[src/rtl/bbpd_pkg.sv]
package bbpd_pkg;

  // Strobes from the decision logic to the register stage.
  typedef struct packed {
    logic refresh;  // rising transition seen this cycle
    logic early;    // verdict for that transition
    logic capture;  // current phase is the mid-eye sampling phase
  } bbpdStrobes_t;

endpackage

[src/rtl/bbpd_control.sv]
module bbpd_control
  import bbpd_pkg::*;
#(
  parameter int PHASE_W  = 3,
  parameter int FALL_IDX = 0
) (
  input  logic               sampleIn,
  input  logic               prevSample,
  input  logic [PHASE_W-1:0] phaseIdx,
  output bbpdStrobes_t       strobes
);

  localparam int OSR      = 1 << PHASE_W;
  localparam int RISE_IDX = (FALL_IDX + OSR / 2) % OSR;
  localparam logic [PHASE_W-1:0] FALL_REF = PHASE_W'(FALL_IDX);
  localparam logic [PHASE_W-1:0] RISE_REF = PHASE_W'(RISE_IDX);

  logic [PHASE_W-1:0] phaseOffset;
  logic               risingEdge;

  // Modular difference; its top bit is the sign of the wrapped offset.
  assign phaseOffset = phaseIdx - FALL_REF;
  assign risingEdge  = sampleIn & ~prevSample;

  always_comb begin
    strobes.refresh = risingEdge;
    strobes.early   = phaseOffset[PHASE_W-1];
    strobes.capture = (phaseIdx == RISE_REF);
  end

endmodule

[src/rtl/bbpd_datapath.sv]
module bbpd_datapath
  import bbpd_pkg::*;
(
  input  logic         clk,
  input  logic         rst_n,
  input  logic         sampleIn,
  input  bbpdStrobes_t strobes,
  output logic         prevSample,
  output logic         earlyLate,
  output logic         decisionValid,
  output logic         retimedData
);

  always_ff @(posedge clk) begin
    if (!rst_n) begin
      prevSample    <= 1'b0;
      earlyLate     <= 1'b0;
      decisionValid <= 1'b0;
      retimedData   <= 1'b0;
    end else begin
      prevSample    <= sampleIn;
      decisionValid <= strobes.refresh;
      if (strobes.refresh) earlyLate   <= strobes.early;
      if (strobes.capture) retimedData <= sampleIn;
    end
  end

endmodule

[src/rtl/bbpd_top.sv]
module bbpd_top
  import bbpd_pkg::*;
#(
  parameter int PHASE_W  = 3,
  parameter int FALL_IDX = 0
) (
  input  logic               clk,
  input  logic               rst_n,
  input  logic               sampleIn,
  input  logic [PHASE_W-1:0] phaseIdx,
  output logic               earlyLate,
  output logic               decisionValid,
  output logic               retimedData
);

  bbpdStrobes_t strobes;
  logic         prevSample;

  bbpd_control #(.PHASE_W(PHASE_W), .FALL_IDX(FALL_IDX)) i_control (
    .sampleIn   (sampleIn),
    .prevSample (prevSample),
    .phaseIdx   (phaseIdx),
    .strobes    (strobes)
  );

  bbpd_datapath i_datapath (
    .clk           (clk),
    .rst_n         (rst_n),
    .sampleIn      (sampleIn),
    .strobes       (strobes),
    .prevSample    (prevSample),
    .earlyLate     (earlyLate),
    .decisionValid (decisionValid),
    .retimedData   (retimedData)
  );

endmodule

[config.mk]
export PLATFORM = sky130hd
export DESIGN_NAME = bbpd_top
export DESIGN_NICKNAME = d
export VERILOG_FILES = /design/src/rtl/bbpd_pkg.sv /design/src/rtl/bbpd_control.sv /design/src/rtl/bbpd_datapath.sv /design/src/rtl/bbpd_top.sv
export SDC_FILE = /design/constraint.sdc
export NUM_CORES = 1
export LEC_CHECK = 0
export BUFFER_PORTS_ARGS = -buffer_cell sky130_fd_sc_hd__buf_4
export CORE_AREA = 10 10 47 49
export CTS_CLUSTER_DIAMETER = 40
export DETAILED_ROUTE_END_ITERATION = 8
export DIE_AREA = 0 0 57 59
export GPL_TIMING_DRIVEN = 0
export MAX_ROUTING_LAYER = met4
export PLACE_DENSITY = 0.34
export SLEW_MARGIN = 20
export SYNTH_ARGS = -nofsm -noshare
export SYNTH_HDL_FRONTEND = slang
export SYNTH_SLANG_ARGS = --single-unit
[constraint.sdc]
create_clock -name clk -period 2.1 [get_ports clk]
set_input_delay 0.105 -clock clk [delete_from_list [all_inputs] [get_ports clk]]
set_output_delay 0.105 -clock clk [all_outputs]
set_load 0.02 [all_outputs]
; ---- Word-level counts from Yosys, hierarchy flattened
; Index checks and enable logic that the tools add are counted.
[totals]
output_inout_bits = 3
inputBits = 6
reg_bits = 4
word_cells = 7
[op_classes]
bitwise_logic = 2
n_eq_ne = 1
[op_table]
columns = operator, count
row1 = $eq A3 B3 Y1 const B, 1
row2 = $and A1 B1 Y1, 1
row3 = $not A1 Y1, 1

; ---- Depth between registers and ports, before layout
[logic_depth]
ltp_word = 2
depth_mapped = 3
ltp_nobuf = 3

; ---- By module
; Synthesis repeated with hierarchy kept, for this count alone.
[hier_totals]
hier_cells = 14
area_unflattened_um2 = 160.2
[by_module_without_submodules]
columns = mod, seq_area_each_um2, area_per_inst_um2, instances, cells_per_inst
row1 = bbpd_datapath, 80.1, 126.4, 1, 10
row2 = bbpd_control, 0.0, 33.8, 1, 4

; ---- Least setup slack after synthesis
; No wires, ideal clock.
[synth_timing]
path_type = register to register
start = reg i_datapath.prevSample
end = reg i_datapath.earlyLate
setup_ps = 116
setup_slack_ps = 1354
path_buffers = 0
period_less_slack_ps = 746
t_arrival_ps = 630
t_required_ps = 1984
path_stages_with_launch = 4
path_cell_list = dfxtp_1 > nor2b_4 > mux2i_1 > nor2b_1
[synth_between]
elab_chain_len = 2
[synth_lines]
columns = item, line
row1 = "start, declared", bbpd_datapath.sv:8  ; output logic prevSample,
row2 = "start signal, assigned", bbpd_datapath.sv:21  ; prevSample <= sampleIn;
row3 = $not A1 Y1, bbpd_control.sv:23  ; assign risingEdge = sampleIn & ~prevSample;
row4 = $and A1 B1 Y1, bbpd_control.sv:23
row5 = "end signal, assigned", bbpd_datapath.sv:23  ; if (strobes.refresh) earlyLate <= strobes.early;
row6 = "end, declared", bbpd_datapath.sv:9  ; output logic earlyLate,
; Every way passes these cells.
; A chain may end at the register's enable or synchronous reset.

; ---- Worst setup path after layout
[layout_timing]
start = reg i_datapath.retimedData
end = out retimedData
[layout_rtl]
columns = item, line
row1 = "start, declared", bbpd_datapath.sv:11  ; output logic retimedData
row2 = "start signal, assigned", bbpd_datapath.sv:24  ; if (strobes.capture) retimedData <= sampleIn;
row3 = "end, declared", bbpd_top.sv:13  ; output logic retimedData
; No word-level cell between the ends.

==> flow_summary.json <==
{
  "hold_path_class": "in -> reg",
  "core_area_sq_um": 1401,
  "r2r_cells": 3,
  "grt_pass1_vias": 127,
  "hold_violations": 0,
  "first_pass_iters": 1,
  "dieHeight_microns": 59,
  "critPathKind": "reg -> out",
  "required_ns": 2.00,
  "ant_nets": 0,
  "seqPwrFrac_pct": 41.1,
  "fin_skew_ns": 0.002939,
  "boundaryPins": 9,
  "cp-start-kind": "flop",
  "cts_buffers": 3,
  "cts_hold_buf": 0,
  "switchingPower_w": 0.00004299,
  "switching_share_pct": 21.38,
  "outcome": "completed",
  "cp_slowest_stage_delay_ns": 0.32,
  "fmax_mhz": 1249,
  "gp_congestion": 0.7305,
  "mostFrequentLayoutCells": "buf_4 (8), dfxtp_1 (4), nand2_1 (3), clkbuf_4 (3)",
  "path_buf_inv": 1,
  "power_density_nw_per_um2": 819.8,
  "grt_max_degree": 4,
  "cellLeakagePower_nw": 0.1265,
  "synth-seq-area-share_pct": 56.14,
  "groute.usage.overall_pct": 2.578,
  "cp.arrival_ns": 0.70,
  "syn_nets": 20,
  "worst_setup_path_end_kind": "primary output",
  "p_comb_share_pct": 11.9,
  "postCtsSetupRepairBufs": 0,
  "cts_resized": 0,
  "dp_worst_setup_slack_ns": 1.308,
  "worst-path-max-fanout": 2,
  "setup_viol_count_final": 0,
  "layout-drive-gt1-share_pct": 48.00,
  "hold_ws_ns": 0.1233,
  "tns_ns": 0,
  "ys_ff_latch": 4,
  "antenna_found_initial": 0,
  "drt_iter0_drc": 0,
  "initial_core_util_pct": 10.18,
  "slew-limit-headroom_pct": 92.23,
  "final_nets": 33,
  "maxCapViolations": 0,
  "p_int_w": 0.0001581,
  "min_period_over_period_pct": 38.12,
  "wl_per_cell_microns": 9.463,
  "setup_ws_ns": 1.300,
  "vias_per_cell": 3.098,
  "finalMaxSlewViolations": 0,
  "wl_microns": 388,
  "synth.distinct_cells": 7,
  "rows": 14,
  "rsz0062_at_grt": "no",
  "crit_chain": "buf_4",
  "cts.reportedPaths.clkPinSlew_ns": 0.04,
  "syn_area_per_cell_sq_um": 10.19,
  "peakVddDrop_uv": 255.6,
  "clkLatencyLatePin_ns": 0.23,
  "die_w_microns": 57,
  "cp_slowest_cell": "dfxtp_1",
  "ys_warn_count": 0,
  "min_period_ns": 0.8005,
  "cts-htree-levels": 1,
  "grt_overflow_total": 0,
  "tightest_slew_ns": 0.1133,
  "cp.depth": 1,
  "synthesis.area_sq_um": 142.6,
  "drc": 0,
  "crit_family": "flip-flops",
  "cts_sinks": 4,
  "vias": 127,
  "syn_inst": 14,
  "p_total_w": 0.0002010,
  "final_common_cell": "buf_4",
  "clk_path_buf_depth": 2,
  "holdPathStages": 3,
  "diodes": 0,
  "root_buffer": "clkbuf_4",
  "grt_pass1_wl_microns": 572,
  "cts_tree": "built",
  "die-area_sq_um": 3363,
  "area_growth_pct": 71.93,
  "p_clk_share_pct": 47.0,
  "io_buffers": 8
}
-- stage by stage --
step | area, sq um | cells | utilization, %
after detailed placement | 222.7 | 38 | 15.89
after CTS | 245.2 | 41 | 17.50
after floorplan | 142.6 | 14 | -
after global placement | 222.7 | 38 | 15.89
after global routing | 245.2 | 41 | 17.50
final | 245.2 | 41 | 17.50
-- per-layer routing --
metal / wire length, microns / vias up / GRT usage [%]
li1: - / 65 / -
met1: 205 / 47 / 3.329
met2: 93 / 15 / 1.085
met3: 89 / 0 / 3.648
met4: 0 / 0 / 2.013
met5: 0 / - / -
-- cell families after synthesis --
| kind of cell | after synthesis | share of synthesized area (%) |
|---|---|---|
| flops | 4 | 56.14 |
| buf+inv | 1 | 2.629 |
| mux | 2 | 14.04 |
| simple gates | 7 | 27.19 |
-- cell usage after synthesis (all sizes together) --
library cell / count / share of area [%]
nor2b: 2 / 14
mux2i: 2 / 14
nand2: 3 / 7.9
inv: 1 / 2.6
nor2: 2 / 5.3
dfxtp: 4 / 56
-- layout make-up --
class                   instances  area [sq um]
fillers                       163          1156
flip-flops and latches          4         80.08
repair buffers                  8         60.06
multi-input cells               9         58.81
clock buffers                   3         22.52
well taps                      16         20.02
inverters                       1         3.754
-- worst paths after layout --
check	start	endpoint	slack [ns]
max	i_datapath.retimedData	retimedData	1.30
min	sampleIn	i_datapath.prevSample	0.12
max reg2reg	i_datapath.prevSample	i_datapath.earlyLate	1.32
min reg2reg	i_datapath.prevSample	i_datapath.decisionValid	0.46
-- worst register-to-register path, cell delays in order, from the launching register on --
cell     delay [ns]
dfxtp_1        0.33
nor2b_4        0.11
mux2i_1        0.18
nor2b_1        0.06
-- flip-flops by register name (all words and copies together) (netlist names) --
name and flops:
i_datapath.prevSample 1, i_datapath.decisionValid 1, i_datapath.earlyLate 1, i_datapath.retimedData 1
-- power groups by stage --
stage          clock network (W)  registers, W    logic, W
2_1_floorplan                  0     0.0000870  0.00000713
3_3_place_gp                   0     0.0000836   0.0000241
3_5_place_dp                   0     0.0000837   0.0000244
4_1_cts                0.0000998     0.0000825   0.0000244
5_1_grt                 0.000106     0.0000829   0.0000260
6_report               0.0000945     0.0000826   0.0000240
(Power assumes the default switching activity.)
